===== config.mk =====
export PLATFORM = sky130hd
export DESIGN_NAME = branch_seq
export DESIGN_NICKNAME = d
export VERILOG_FILES = /design/src/rtl/branch_seq_pkg.sv /design/src/rtl/seq_cond_unit.sv /design/src/rtl/seq_target_gen.sv /design/src/rtl/seq_pc_next.sv /design/src/rtl/branch_seq.sv
export SDC_FILE = /design/constraint.sdc
export NUM_CORES = 1
export LEC_CHECK = 0
export ABC_AREA = 1
export BUFFER_PORTS_ARGS = -buffer_cell sky130_fd_sc_hd__buf_2
export CAP_MARGIN = 0
export CORE_MARGIN = 5
export CORE_UTILIZATION = 30
export CTS_CLUSTER_DIAMETER = 200
export DETAILED_ROUTE_END_ITERATION = 7
export PLACE_DENSITY = 0.63
export SYNTH_ARGS = -nofsm -noshare
export SYNTH_HDL_FRONTEND = slang
export SYNTH_SLANG_ARGS = --single-unit

===== constraint.sdc =====
create_clock -name clk -period 2.5 [get_ports clk]
set_clock_uncertainty 0.15 [all_clocks]
set_input_delay 0.25 -clock clk [delete_from_list [all_inputs] [get_ports clk]]
set_output_delay 0.25 -clock clk [all_outputs]
set_load 0.01 [all_outputs]

===== src/rtl/branch_seq_pkg.sv =====
package branch_seq_pkg;

  typedef enum logic [3:0] {
    OP_CEQ   = 4'd0,
    OP_CNE   = 4'd1,
    OP_CGT   = 4'd2,
    OP_CLT   = 4'd3,
    OP_CGE   = 4'd4,
    OP_CLE   = 4'd5,
    OP_ADDCMP = 4'd6,
    OP_GANY  = 4'd7,
    OP_GNONE = 4'd8,
    OP_STAT  = 4'd9,
    OP_JMP   = 4'd10,
    OP_JT    = 4'd11,
    OP_JF    = 4'd12,
    OP_CALL  = 4'd13,
    OP_GETPC = 4'd14,
    OP_HALT  = 4'd15
  } seq_op_e;

  localparam int unsigned DW = 32;

  function automatic logic op_sets_flag(seq_op_e op);
    return op <= OP_STAT;
  endfunction

  function automatic logic op_writes_back(seq_op_e op);
    return (op == OP_ADDCMP) || (op == OP_CALL) || (op == OP_GETPC);
  endfunction

endpackage


===== src/rtl/seq_cond_unit.sv =====
module seq_cond_unit
  import branch_seq_pkg::*;
(
  input  seq_op_e        op,
  input  logic [DW-1:0]  a,
  input  logic [DW-1:0]  b,
  input  logic [DW-1:0]  c,
  input  logic           gcond,
  input  logic           status2,
  output logic           hit,
  output logic [DW-1:0]  sum
);
  logic signed [DW-1:0] sa, sb, ssum;

  assign sum  = a + b;
  assign sa   = $signed(a);
  assign sb   = $signed(b);
  assign ssum = $signed(sum);

  always_comb begin
    unique case (op)
      OP_CEQ:    hit = (sa == sb);
      OP_CNE:    hit = (sa != sb);
      OP_CGT:    hit = (sa >  sb);
      OP_CLT:    hit = (sa <  sb);
      OP_CGE:    hit = (sa >= sb);
      OP_CLE:    hit = (sa <= sb);
      OP_ADDCMP: hit = (ssum > $signed(c));
      OP_GANY:   hit = gcond;
      OP_GNONE:  hit = ~gcond;
      OP_STAT:   hit = status2;
      default:   hit = 1'b0;
    endcase
  end
endmodule


===== src/rtl/seq_target_gen.sv =====
module seq_target_gen
  import branch_seq_pkg::*;
#(
  parameter int unsigned PCW = 16
) (
  input  logic [PCW-1:0] label,
  input  logic [DW-1:0]  off0,
  input  logic [DW-1:0]  off1,
  input  logic           off1_en,
  output logic [PCW-1:0] tgt
);
  logic [DW-1:0] full;
  logic [DW-1:0] sec;

  assign sec  = off1_en ? off1 : '0;
  assign full = DW'(label) + off0 + sec;
  assign tgt  = full[PCW-1:0];
endmodule


===== src/rtl/seq_pc_next.sv =====
module seq_pc_next
  import branch_seq_pkg::*;
#(
  parameter int unsigned PCW = 16
) (
  input  seq_op_e        op,
  input  logic [PCW-1:0] pc,
  input  logic [PCW-1:0] tgt,
  input  logic           flag,
  output logic [PCW-1:0] nxt
);
  logic [PCW-1:0] seq_pc;

  assign seq_pc = pc + PCW'(1);

  always_comb begin
    unique case (op)
      OP_JMP, OP_CALL: nxt = tgt;
      OP_JT:           nxt = flag  ? tgt : seq_pc;
      OP_JF:           nxt = !flag ? tgt : seq_pc;
      OP_HALT:         nxt = pc;
      default:         nxt = seq_pc;
    endcase
  end
endmodule


===== src/rtl/branch_seq.sv =====
module branch_seq
  import branch_seq_pkg::*;
#(
  parameter int unsigned PCW = 16
) (
  input  logic           clk,
  input  logic           rst_n,
  input  logic           op_valid,
  output logic           op_ready,
  input  logic [3:0]     op_code,
  input  logic [31:0]    opa,
  input  logic [31:0]    opb,
  input  logic [31:0]    opc,
  input  logic [PCW-1:0] label,
  input  logic [31:0]    off0,
  input  logic [31:0]    off1,
  input  logic           off1_en,
  input  logic           gcond,
  input  logic           status2,
  input  logic [3:0]     halt_code_in,
  output logic [PCW-1:0] pc,
  output logic           flag,
  output logic           wb_valid,
  output logic [31:0]    wb_data,
  output logic           halted,
  output logic [3:0]     halt_code
);
  seq_op_e        op;
  logic           fire;
  logic           hit;
  logic [DW-1:0]  sum;
  logic [PCW-1:0] tgt, nxt;
  logic [PCW-1:0] pc_q;
  logic           flag_q, halted_q, wbv_q;
  logic [3:0]     code_q;
  logic [DW-1:0]  wbd_q;

  assign op       = seq_op_e'(op_code);
  assign op_ready = ~halted_q;
  assign fire     = op_valid & op_ready;

  seq_cond_unit u_cond (
    .op(op), .a(opa), .b(opb), .c(opc),
    .gcond(gcond), .status2(status2), .hit(hit), .sum(sum)
  );

  seq_target_gen #(.PCW(PCW)) u_tgt (
    .label(label), .off0(off0), .off1(off1), .off1_en(off1_en), .tgt(tgt)
  );

  seq_pc_next #(.PCW(PCW)) u_nxt (
    .op(op), .pc(pc_q), .tgt(tgt), .flag(flag_q), .nxt(nxt)
  );

  always_ff @(posedge clk or negedge rst_n) begin
    if (!rst_n) begin
      pc_q     <= '0;
      flag_q   <= 1'b0;
      halted_q <= 1'b0;
      code_q   <= '0;
      wbv_q    <= 1'b0;
      wbd_q    <= '0;
    end else begin
      wbv_q <= 1'b0;
      if (fire) begin
        pc_q <= nxt;
        if (op_sets_flag(op)) flag_q <= hit;
        if (op == OP_HALT) begin
          halted_q <= 1'b1;
          code_q   <= halt_code_in;
        end
        if (op_writes_back(op)) begin
          wbv_q <= 1'b1;
          wbd_q <= (op == OP_ADDCMP) ? sum : DW'(pc_q);
        end
      end
    end
  end

  assign pc        = pc_q;
  assign flag      = flag_q;
  assign halted    = halted_q;
  assign halt_code = code_q;
  assign wb_valid  = wbv_q;
  assign wb_data   = wbd_q;
endmodule


======== After elaboration in Yosys (flattened, before gate mapping) ========
Index checks and enable logic that the tools add are counted.
word-level totals
  bits of input ports ..................... 190
  logic and storage cells ................. 53
  bits in registers ....................... 55
  output and inout bits ................... 56
operators by class
  bitwise operators ....................... 4
  add/sub/neg operators ................... 4
  order comparisons ....................... 6
  eq/ne operators ......................... 17
  mux-type cells .......................... 8
  reductions and logical operators ........ 8
operators with widths
  operator                                              count
  greater-than comparator 32 bit                        2
  case mux 16 bit (4 select lines)                      1
  2-to-1 mux 16 bit                                     3
  adder 16 bit                                          2
  adder 32 bit                                          1
  equality test 32 bit                                  1
  equality test 4 bit (second input constant)           8
  >= comparator 32 bit                                  1
  <= comparator 32 bit                                  1
  < comparator 32 bit                                   1
  2-to-1 mux 32 bit                                     1
  inequality test 32 bit                                1
  adder 16 x 1 -> 16 bit (second input constant)        1
  equality test 4 x 3 -> 1 bit (second input constant)  4
  case mux 1 bit (10 select lines)                      1
  equality test 4 x 2 -> 1 bit (second input constant)  2
  AND reduction 2 bit                                   4
  equality test 4 x 1 -> 1 bit (second input constant)  1
  <= comparator 4 bit (second input constant)           1
  logical NOT 4 bit                                     1
  NOT 1 bit                                             3
  logical OR 1 bit                                      2
  2-to-1 mux 1 bit                                      2
  OR reduction 2 bit                                    1
  AND 1 bit                                             1

======== Logic depth before layout (Yosys ltp) ========
Gate-level depths: netlist of the first run.
  depth after elaboration ................. 5
  mapped depth ............................ 28
  mapped depth without buffers ............ 28

======== By module ========
Synthesis of the first run repeated with hierarchy kept, for this count alone.
second synthesis, totals
  cells, all modules ...................... 1,293
  area total of the unflattened synthesis .. 8,354.3 um2
modules (own cells, without submodules)
  module          instances  seq. area each (um2)  area an instance (um2)  cells an instance
  seq_cond_unit   1          0.0                   3,754.9                 621
  branch_seq      1          1,376.3               2,431.1                 297
  seq_target_gen  1          0.0                   1,313.8                 218
  seq_pc_next     1          0.0                   854.6                   157

======== Least setup slack after synthesis of the first run ========
OpenSTA, ideal clock, no wires.
  path kind ............................... input to register
  start point ............................. in opa[0]
  end point ............................... reg flag_q (netlist: flag)
  arrival time ............................ 2.896 ns
  required time ........................... 2.233 ns
  buffers on the path ..................... 0
  setup slack ............................. -0.663 ns
  setup time .............................. 0.117 ns
  stages .................................. 22
  cell sequence ........................... ha_1 -> inv_1 -> fa_1 -> o21ai_2 -> nand2_1 -> nand2_1 -> a21oi_1 -> nand3b_1 -> a21o_1 -> and2_1 -> ha_1 -> nand2_1 -> nor2_1 -> nand2_1 -> nor4_1 -> nand2_1 -> nand3b_1 -> nand2_1 -> nand2_1 -> nand2_1 -> nor2_1 -> nor2_1
on the way
  cells in the longest elaborated chain, start to end .. 3
  elaborated cells on any way between the ends .. 9
  those cells by class .................... add/sub (1); order compare (5); eq/ne (2); mux (1)
ends and longest elaborated chain
  what                                RTL line             text
  start, declared                     branch_seq.sv:11     input logic [31:0] opa,
  adder 32 bit                        seq_cond_unit.sv:15  assign sum = a + b;
  greater-than comparator 32 bit      seq_cond_unit.sv:28  OP_ADDCMP: hit = (ssum > $signed(c));
  case mux 1 bit (10 select lines) *  seq_cond_unit.sv:21  unique case (op)
  end signal, assigned                branch_seq.sv:67     if (op_sets_flag(op)) flag_q <= hit;
  end, declared                       branch_seq.sv:34     logic flag_q, halted_q, wbv_q;
Mark *: on every way between the ends. The rest lies on a longest branch, timed or not.
A chain may end at the register's enable or synchronous reset.

======== Final worst setup path of the first run ========
  start point ............................. in opb[0]
  end point ............................... reg flag_q (netlist: flag)
on the way
  cells in the longest elaborated chain, start to end .. 3
  elaborated cells on any way between the ends .. 9
  those cells by class .................... add/sub (1); order compare (5); eq/ne (2); mux (1)
ends and longest elaborated chain
  what                                RTL line             text
  start, declared                     branch_seq.sv:12     input logic [31:0] opb,
  adder 32 bit                        seq_cond_unit.sv:15
  greater-than comparator 32 bit      seq_cond_unit.sv:28
  case mux 1 bit (10 select lines) *  seq_cond_unit.sv:21
Marked as above.

==> reports/qor.txt, run 1 <==
=====================================================================================
Most frequent cells after synthesis                                      nand2_1, inv_1, a21oi_1, ha_1, nor2_1
Area added between synthesis and finish                                         59.2%
Total number of vias                                                             8931
Number of sinks on the clock net                                                   55
Total length of routed wires                                                 27200 um
Max Cap Violations                                                                  0
Worst Path Class, Setup                                                     in -> reg
Max-slew violation total from the final report                                      0
Run status                                                               finished with violations
Compound-gate portion of the synthesized area                                   16.2%
Crit-path most repeated cell                                                  nand2_1
Kind of end point of the critical path                                      flip-flop
Worst-margin pin slew                                                          843 ps
Fraction of the mapped netlist area in simple logic gates                       26.9%
CORE AREA                                                                  0.0251 mm2
Final net count                                                                  1900
Cell with the most instances after synthesis                                  nand2_1
Setup repair after global routing missed its margin                              true
Slowest cell on the critical path                                                fa_2
Sequential fraction of the synthesis area                                       18.1%
Number of unique standard cell types used by synthesis                             54
Maximum buffer depth of the clock tree                                              2
Htree depth                                                                         2
Setup-failing EPs final                                                             1
Final antenna diode count                                                           0
Cell depth of the worst hold path                                                   2
Slew margin rel.                                                                43.8%
Final worst-path setup slack                                                  -638 ps
Share of Yosys cell area claimed by the top area cell type                      18.1%
Largest incremental delay on the critical path                                 370 ps
Detail Placement HPWL                                                        22500 um
Fraction of registers with async set or reset after synthesis                    100%
Routability congestion estimate                                                 0.936
Num CTS Buffers                                                                     5
Violation count after the first detailed-route iteration                          443
Via count of the first global-routing pass                                       8739
Crit path required time                                                       2550 ps
Final period util                                                                126%
Global-route usage over all layers                                              17.7%
Global-route wire length before repair                                       42000 um
Port Buffer Count                                                                 213
Initial Util                                                                    30.3%
CP Data Arrival Time                                                          3180 ps
Area share of xor/xnor cells in the synthesized design                          3.78%
Routed via count divided by cell count                                           4.67
Post-synthesis instance area                                              0.00761 mm2
Dominant cells by area after synthesis                                   dfrtp_1, ha_1, nand2_1
Number of flops mapped to enable cells by yosys                                     0
Routed Antenna Nets                                                                 0
Final min period                                                              3140 ps
Worst hold-check slack                                                        29.8 ps
Number of antenna violations at the first check in global routing                   0
Worst setup slack before clock tree synthesis                                -1180 ps
Placement Rows                                                                     58
FILL cells                                                                       2543
Worst vdd rail ir drop                                                       0.169 mV
Synthesized Nets                                                                 1461
Clock Root Buffer                                                           clkbuf_16
Static Leakage                                                                6.49 nW
DRT Pass-1 Iters                                                                    5
Die outline area                                                           0.0287 mm2
Number of cells on the worst reg-to-reg path                                       13
Share of the core filled with cells in the final layout                         48.3%
Die width                                                                      169 um
Sort of element at the start of the critical path                          input port
Final number of hold-violating endpoints                                            0
Syn avg cell area                                                            6.66 um2
Clock latency reported for the late side of the worst-skew pair                300 ps
Clock tree from TritonCTS                                                       built
Vertical extent of the die                                                     169 um
Maximum net fanout on the critical path                                             3
Failing checks                                                           negative setup slack
Proportion of layout cells with a drive suffix above 1                          44.4%
Multiplexer share of the synthesized area                                      0.592%
Adder and majority gate portion of the synthesized area                         22.5%
Chain of cells forming the critical path                                 buf_8 -> ha_4 -> inv_2 -> fa_2 -> o21ai_4 -> nand2_2 -> nand2_4 -> a21oi_4 -> nand3b_1 -> a21o_1 -> and2_4 -> ha_4 -> nand2_4 -> nor2_4 -> nand2_2 -> nor4_2 -> nand2_1 -> nand3b_1 -> nand2_1 -> nand2_1 -> nand2_1 -> nor2_1 -> nor2_1
Area leader, netlist                                                          dfrtp_1
# IOs                                                                             246
Average detailed-routed wire length per instance                              14.2 um
Power density over cell area                                               360 mW/mm2
Pin count of the biggest net entering global routing                               36
Residual overflow from global routing                                               0
Register bit total from synthesis                                                  55
Number of standard cells after synthesis                                         1144
Clock-pin slew of the registers on the worst-case setup and hold paths          80 ps
Count of unresolved DRC violations after routing                                    0
Top flip-flop cell by instance count after synthesis                          dfrtp_1
Post-layout instance count excluding filler cells                                1914
Achievable frequency                                                        0.319 GHz
Hold/Removal Path Class                                                     in -> reg
Largest family of logic cells by synthesized area                        simple AND/OR/NAND/NOR gates
Count of yosys warnings during synthesis                                            0
Placed Instances                                                                 1882
=====================================================================================
==> cell type report <==
class	count	area (um2)	area share [%]
Sequential cell	55	1380	11.4
Inverter	208	793	6.54
Timing Repair Buffer	449	2900	23.9
Tap cell	330	413	3.41
Clock inverter	3	27.5	0.227
Multi-Input combinational cell	864	6490	53.6
Clock buffer	5	125	1.03
==> power breakdown <==
part | switching (mW) | leakage (nW) | internal, mW
sequential | 0 | 0.727 | 0.889
clock | 0.380 | 0.0719 | 0.383
combinational | 1.37 | 5.69 | 1.35
total | 1.75 | 6.49 | 2.62
==> cell families after synthesis <==
kind of cell | Yosys count
buffers and inverters | 225
XOR/XNOR | 32
AND/OR/NAND/NOR | 478
AO/OA/AOI/OAI | 223
flip-flops | 55
adder cells (fa/ha/maj) | 127
multiplexers | 4
==> worst max-delay path: cells and delay by family <==
kind | cells | cell delay, ps
adders and majority gates | 3 | 770
and+or+nand+nor | 15 | 1590
buffers and inverters | 2 | 120
AOI/OAI and AO/OA | 3 | 470
==> layer usage <==
layer / share of wire (%) / vias up / track usage [%]
met5: 0 / - / 0
met4: 1.6 / 0 / 2.56
met3: 4.3 / 28 / 1.98
met2: 49 / 203 / 31.6
met1: 45 / 4145 / 23.6
li1: - / 4555 / -
==> through the flow <==
stage,setup TNS (ps),area (um2),total power [mW]
after floorplan,-640,7750,2.07
after global placement,-3300,10700,3.12
after detailed placement,-3430,10700,3.15
after CTS,-568,11400,4.14
after global routing,-804,12100,4.73
final,-638,12100,4.37
==> registers in the layout (all words and copies together), names as in the netlist <==
| register | count |
|---|---|
| flag | 1 |
| pc | 16 |
| wb_data | 32 |
| halt_code | 4 |
| halted | 1 |
| wb_valid | 1 |
==> placed cells by master, fill, tap and decap left out, drive strengths merged, types with 5 or more instances in the layout <==
cell	instances
o21bai	5
dfrtp	55
buf	448
ha	110
or2	7
nor4	5
nand3	59
and2	7
xor2	22
nand4	10
a21oi	118
clkbuf	5
a31oi	7
nand2	260
a22o	5
inv	207
a21o	5
nor2	113
nor3	13
fa	17
o21ai	66
xnor2	10
==> path summary, 6_finish.rpt <==
| kind | start | endpoint | slack (ps) |
|---|---|---|---|
| max | opb[0] | flag | -640 |
| min | halt_code_in[1] | halt_code[1] | 30 |
| max reg2reg | pc[0] | pc[14] | 380 |
| min reg2reg | wb_data[16] | wb_data[16] | 330 |
| max in group asynchronous | rst_n | halt_code[2] | 1070 |
| min in group asynchronous | rst_n | wb_data[0] | 440 |
==> repair_timing <==
item                       CTS  global route
hold buffers                 1             0
pin swaps                   33            74
setup endpoints to repair    1             9
gates resized for setup    104           152
buffers inserted             9            15
hold endpoints to repair    30             0
Power figures use the tool's default switching activity.
==> run 2, diff against run 1 <==
GPL_TIMING_DRIVEN = 0   (was default)
==> reports/qor.txt, run 2 (same netlist as run 1, synthesis figures left out) <==
=====================================================================================
Switching power as a share of total power                                       43.1%
Area after detailed placement                                             0.00922 mm2
Crit-path most repeated cell                                                  nand2_2
Violation count after the first detailed-route iteration                          409
CP Data Arrival Time                                                          3190 ps
Final min period                                                              3140 ps
Clock Root Buffer                                                           clkbuf_16
Average detailed-routed wire length per instance                              15.0 um
Max Cap Violations                                                                  0
Clock latency reported for the late side of the worst-skew pair                320 ps
Worst Path Class, Setup                                                     in -> reg
Largest incremental delay on the critical path                                 290 ps
Total number of vias                                                             8234
Detail Placement HPWL                                                        21200 um
Switching power summed over all nets                                          1.65 mW
Max FFs per register                                                               32
Final worst-path setup slack                                                  -639 ps
Crit path required time                                                       2550 ps
Clock group share of total power                                                21.0%
Routed via count divided by cell count                                           4.78
Routability congestion estimate                                                 0.893
Achievable frequency                                                        0.319 GHz
Slowest cell on the critical path                                              nor4_4
Number of sinks on the clock net                                                   55
Setup repair after global routing missed its margin                              true
Commonest cells after routing, fill and taps aside                       nand2_1, buf_2, inv_1, a21oi_1, nor2_1
Die outline area                                                           0.0287 mm2
Most common library cell in the layout ignoring fill and taps                 nand2_1
Cell depth of the worst hold path                                                   2
Maximum net fanout on the critical path                                             3
Number of cells on the worst reg-to-reg path                                       13
Port Buffer Count                                                                 211
Proportion of layout cells with a drive suffix above 1                          35.4%
Cell class contributing the biggest share of worst-path delay            simple AND/OR/NAND/NOR gates
Area added between synthesis and finish                                         39.4%
Sort of element at the start of the critical path                          input port
Worst vdd rail ir drop                                                       0.165 mV
Power density over cell area                                               360 mW/mm2
Residual overflow from global routing                                               0
Final cell area excluding filler cells                                     0.0106 mm2
Initial Util                                                                    30.3%
Global-route usage over all layers                                              16.6%
Via count of the first global-routing pass                                       7826
Clock tree from TritonCTS                                                       built
Gate power share                                                                55.8%
Buf+Inv Stages, Crit Path                                                           4
Pin count of the biggest net entering global routing                               56
Worst-margin pin slew                                                          772 ps
Global-route wire length before repair                                       39000 um
Number of cells on the critical path                                               26
Sequential power share                                                          23.3%
Routed Antenna Nets                                                                 0
Post-layout instance count excluding filler cells                                1724
Die width                                                                      169 um
Final period util                                                                126%
Final net count                                                                  1710
Max-slew violation total from the final report                                      0
CORE AREA                                                                  0.0251 mm2
Internal Pwr Total                                                            2.17 mW
Num CTS Buffers                                                                     5
Hold/Removal Path Class                                                     in -> reg
Final antenna diode count                                                           0
Final number of hold-violating endpoints                                            0
Run status                                                               finished with violations
Number of antenna violations at the first check in global routing                   0
Htree depth                                                                         2
Slew margin rel.                                                                48.5%
Vertical extent of the die                                                     169 um
Setup-failing EPs final                                                             1
Clock-pin slew of the registers on the worst-case setup and hold paths          80 ps
Kind of end point of the critical path                                      flip-flop
Placed Instances                                                                 1685
Maximum buffer depth of the clock tree                                              2
Count of unresolved DRC violations after routing                                    0
DRT Pass-1 Iters                                                                    5
Placement Rows                                                                     58
Total length of routed wires                                                 25900 um
# IOs                                                                             246
Failing checks                                                           negative setup slack
Static Leakage                                                                5.54 nW
=====================================================================================
[run 2: changes by cell type in the layout (fill, tap and decap cells not counted), sizes merged]
cell / previous run / this run
clkbuf: 5 / 14
inv: 207 / 208
buf: 448 / 249
clkinvlp: 1 / 0
[run 2: layout make-up]
cell class	instances	area [um2]
plain buffers	17	136
well taps	330	413
flip-flops and latches	55	1380
inverters	208	788
clock buffers	5	125
clock inverters	3	33.8
fillers	2651	14500
multi-input cells	864	6410
repair buffers	242	1330
[run 2: final timing paths]
| check | startpoint | to | slack (ps) |
|---|---|---|---|
| worst max-delay path | opa[2] | flag | -640 |
| worst min-delay path | halt_code_in[2] | halt_code[2] | 20 |
| worst max register to register | pc[1] | pc[14] | 440 |
| worst min register to register | wb_data[16] | wb_data[16] | 330 |
| max in group asynchronous | rst_n | wb_data[21] | 1270 |
| min in group asynchronous | rst_n | pc[3] | 400 |
[run 2: power groups by stage]
stage / logic (mW) / registers, mW / clock network, mW
after floorplan: 1.16 / 0.907 / 0
after global placement: 1.66 / 0.906 / 0
after detailed placement: 1.68 / 0.906 / 0
after CTS: 1.76 / 0.889 / 0.821
after global routing: 2.38 / 0.889 / 0.858
final: 2.13 / 0.889 / 0.801
[run 2: through the flow]
step	hold WS, ps	total power, mW	setup WS [ps]	util (%)	setup TNS [ps]
CTS	13.9	3.47	-807	38.2	-807
finish	21.7	3.82	-639	42.3	-639
detailed placement	316	2.59	-1380	36.7	-3910
global placement	310	2.56	-1360	36.7	-3640
floorplan	-196	2.07	-574	-	-640
global route	13.7	4.13	-862	42.3	-862
[run 2: worst reg2reg max path, stage by stage (launching register included)]
cell     delay (ps)
dfrtp_1         450
ha_1            220
nand2_2          80
inv_2            70
nand4_2         100
nor2_2          130
nand2_1          80
nor2_2          140
nand3_2         110
o21ai_1         140
nand3_1          80
nand2_1          80
inv_2            40
a21oi_2         110
[run 2: repair_timing]
action	4_1_cts	5_1_grt
pin swaps	18	64
endpoints found under the hold margin	0	55
gates cloned	0	1
setup endpoints to repair	3	7
hold buffers	0	1
buffers inserted	4	25
gates resized for setup	42	183
[run 2: metal layers]
layer / GRT usage (%) / vias up / share of wire [%]
li1: - / 4177 / -
met1: 23.4 / 3828 / 46
met2: 27.6 / 204 / 47
met3: 2.47 / 25 / 5.1
met4: 2.49 / 0 / 1.7
met5: 0 / - / 0
==> run 3, diff against run 2 <==
PLACE_DENSITY = 0.62   (was 0.63)
SYNTH_HIERARCHICAL = 1   (was default)
==> reports/qor.txt, run 3 <==
=====================================================================================
Detail Placement HPWL                                                        22900 um
Sum Neg Setup Slack                                                           -899 ps
Startpoint of the tightest hold check path                               halt_code_in[0]
Switching power as a share of total power                                       43.1%
Reg-to-reg critical path startpoint                                             pc[0]
Area added between synthesis and finish                                         36.5%
Static Leakage                                                                6.22 nW
Final period util                                                                124%
Share of Yosys cell area claimed by the top area cell type                      18.1%
Worst-margin pin slew                                                          759 ps
Syn avg cell area                                                            6.46 um2
Vertical extent of the die                                                     177 um
Switching power summed over all nets                                          1.71 mW
Internal Pwr Total                                                            2.26 mW
Die width                                                                      177 um
Max FFs per register                                                               32
Crit path required time                                                       2540 ps
CORE AREA                                                                  0.0276 mm2
Number of flops mapped to enable cells by yosys                                     0
Setup-failing EPs final                                                             4
CP Data Arrival Time                                                          3150 ps
Routability congestion estimate                                                 0.925
Residual overflow from global routing                                               0
Total length of routed wires                                                 28100 um
Most frequent cells after synthesis                                      nand2_1, inv_1, ha_1, nand3_1, nor2_1
Area leader, netlist                                                          nand2_1
Maximum net fanout on the critical path                                             4
Max-slew violation total from the final report                                      0
Setup repair after global routing missed its margin                              true
Clock Root Buffer                                                           clkbuf_16
Critical Path Start                                                           opb[18]
Cell with the most instances after synthesis                                  nand2_1
Average detailed-routed wire length per instance                              14.6 um
Number of standard cells after synthesis                                         1293
Worst vdd rail ir drop                                                       0.296 mV
Initial Util                                                                    30.2%
Post-synthesis instance area                                              0.00835 mm2
DRT Pass-1 Iters                                                                    5
Largest incremental delay on the critical path                                 290 ps
Gate power share                                                                59.2%
Proportion of layout cells with a drive suffix above 1                          32.6%
Post-layout instance count excluding filler cells                                1928
Maximum buffer depth of the clock tree                                              2
Global-route wire length before repair                                       43400 um
Failing checks                                                           negative setup slack
Via count of the first global-routing pass                                       8850
Fraction of registers with async set or reset after synthesis                    100%
Commonest cells after routing, fill and taps aside                       nand2_1, buf_2, inv_1, nand3_1, ha_1
Clock latency reported for the late side of the worst-skew pair                300 ps
Die outline area                                                           0.0313 mm2
Pin count of the biggest net entering global routing                               56
Slowest cell on the critical path                                                ha_4
Clock tree from TritonCTS                                                       built
Clock-pin slew of the registers on the worst-case setup and hold paths          80 ps
Port Buffer Count                                                                 212
Final number of hold-violating endpoints                                            0
Placed Instances                                                                 1883
Most common library cell in the layout ignoring fill and taps                 nand2_1
Clock group share of total power                                                18.5%
Number of antenna violations at the first check in global routing                   2
FILL cells                                                                       2954
Total number of vias                                                             8974
Buf+Inv Stages, Crit Path                                                           4
Final net count                                                                  1864
Worst Path Class, Setup                                                     in -> reg
Violation count after the first detailed-route iteration                          547
Placement Rows                                                                     61
Synthesized Nets                                                                 1610
Achievable frequency                                                        0.322 GHz
Num CTS Buffers                                                                     5
Routed via count divided by cell count                                           4.65
Max Cap Violations                                                                  0
Slew margin rel.                                                                49.4%
Global-route usage over all layers                                              16.9%
Sort of element at the start of the critical path                          input port
Htree depth                                                                         2
Final min period                                                              3100 ps
Kind of end point of the critical path                                      flip-flop
Number of sinks on the clock net                                                   55
Count of yosys warnings during synthesis                                            6
Number of unique standard cell types used by synthesis                             51
Power density over cell area                                               349 mW/mm2
Dominant cells by area after synthesis                                   nand2_1, dfrtp_1, ha_1
Register bit total from synthesis                                                  55
Sequential fraction of the synthesis area                                       16.5%
Routed Antenna Nets                                                                 0
Final worst-path setup slack                                                  -605 ps
Hold/Removal Path Class                                                     in -> reg
Chain of cells forming the critical path                                 buf_2 -> inv_2 -> ha_4 -> inv_4 -> a21oi_4 -> a21boi_2 -> o21bai_1 -> a21oi_2 -> nand2_4 -> a21oi_4 -> xor2_2 -> ha_4 -> a21oi_2 -> o21ai_1 -> nand2_1 -> o211ai_1 -> nor2_1 -> nand3_1 -> nand3_1 -> nand4_1 -> inv_1 -> o21ai_1
Cell class contributing the biggest share of worst-path delay            compound AO/OA/AOI/OAI gates
# IOs                                                                             246
Count of unresolved DRC violations after routing                                    0
Sequential power share                                                          22.4%
Top flip-flop cell by instance count after synthesis                          dfrtp_1
Run status                                                               finished with violations
=====================================================================================
-- run 3: cell types whose count changed after synthesis, sizes merged, moves of 6 or more --
cell	change
a31oi	-6
nand3	+62
o21ai	-25
clkbuf	-8
a21oi	-48
nor2	-16
buf	+12
nand2	+168
xor2	+7
-- run 3: kinds of logic after synthesis --
family / Yosys count / synth area share (%)
compound gates: 144 / 10.2
xor+xnor: 44 / 4.61
fa+ha+maj: 127 / 20.5
buf+inv: 233 / 11.1
flops: 55 / 16.5
simple gates: 690 / 37.1
-- run 3: final timing paths --
kind / to / cells past startpoint / slack (ps)
worst max-delay path: flag / 22 / -600
worst min-delay path: halt_code[0] / 3 / 30
worst max register to register: pc[12] / 11 / 550
worst min register to register: halt_code[3] / 2 / 320
max in group asynchronous: pc[10] / 2 / 1290
min in group asynchronous: halt_code[0] / 2 / 400
-- run 3: layer usage --
| metal | track usage [%] | wire length [um] |
|---|---|---|
| met3 | 1.73 | 1330 |
| met2 | 29.6 | 13800 |
| met5 | 0 | 0 |
| met1 | 22.2 | 12300 |
| met4 | 4.32 | 713 |
-- run 3: power groups by stage --
stage	clock, mW	combinational (mW)	sequential, mW
5_1_grt	0.784	2.62	0.889
6_report	0.734	2.35	0.889
2_1_floorplan	0	1.30	0.907
4_1_cts	0.757	2.03	0.889
3_3_place_gp	0	1.82	0.906
3_5_place_dp	0	1.85	0.906
-- run 3: layout make-up --
type / instances / area (um2) / share of cell area, %
Antenna cell: 2 / 5.00 / 0.0439
Buffer: 21 / 164 / 1.44
Clock buffer: 6 / 129 / 1.13
Clock inverter: 2 / 16.3 / 0.143
Inverter: 212 / 801 / 7.02
Multi-Input combinational cell: 1005 / 7090 / 62.2
Sequential cell: 55 / 1380 / 12.1
Tap cell: 378 / 473 / 4.15
Timing Repair Buffer: 247 / 1350 / 11.8
-- run 3: tightest hold or removal path: cells and delay by family --
kind	cells	cell delay, ps
simple gates	2	120
buf+inv	1	80
-- run 3: what timing repair did --
item,4_1_cts,5_1_grt
endpoints found under the setup margin,3,7
setup buffers,19,15
pin swaps,32,70
hold buffers,0,1
endpoints found under the hold margin,0,55
gates resized for setup,84,135
-- run 3: through the flow --
step           util, %  cell area (um2)  power, mW  hold slack [ps]  worst slack, ps
2_1_floorplan        -             8480       2.21             -196             -438
3_5_place_dp      36.3            10000       2.76              312            -1180
5_1_grt           41.3            11400       4.29             49.6             -809
4_1_cts           38.6            10700       3.68             28.2             -563
3_3_place_gp      36.3            10000       2.73              302            -1160
6_report          41.3            11400       3.97             31.1             -605
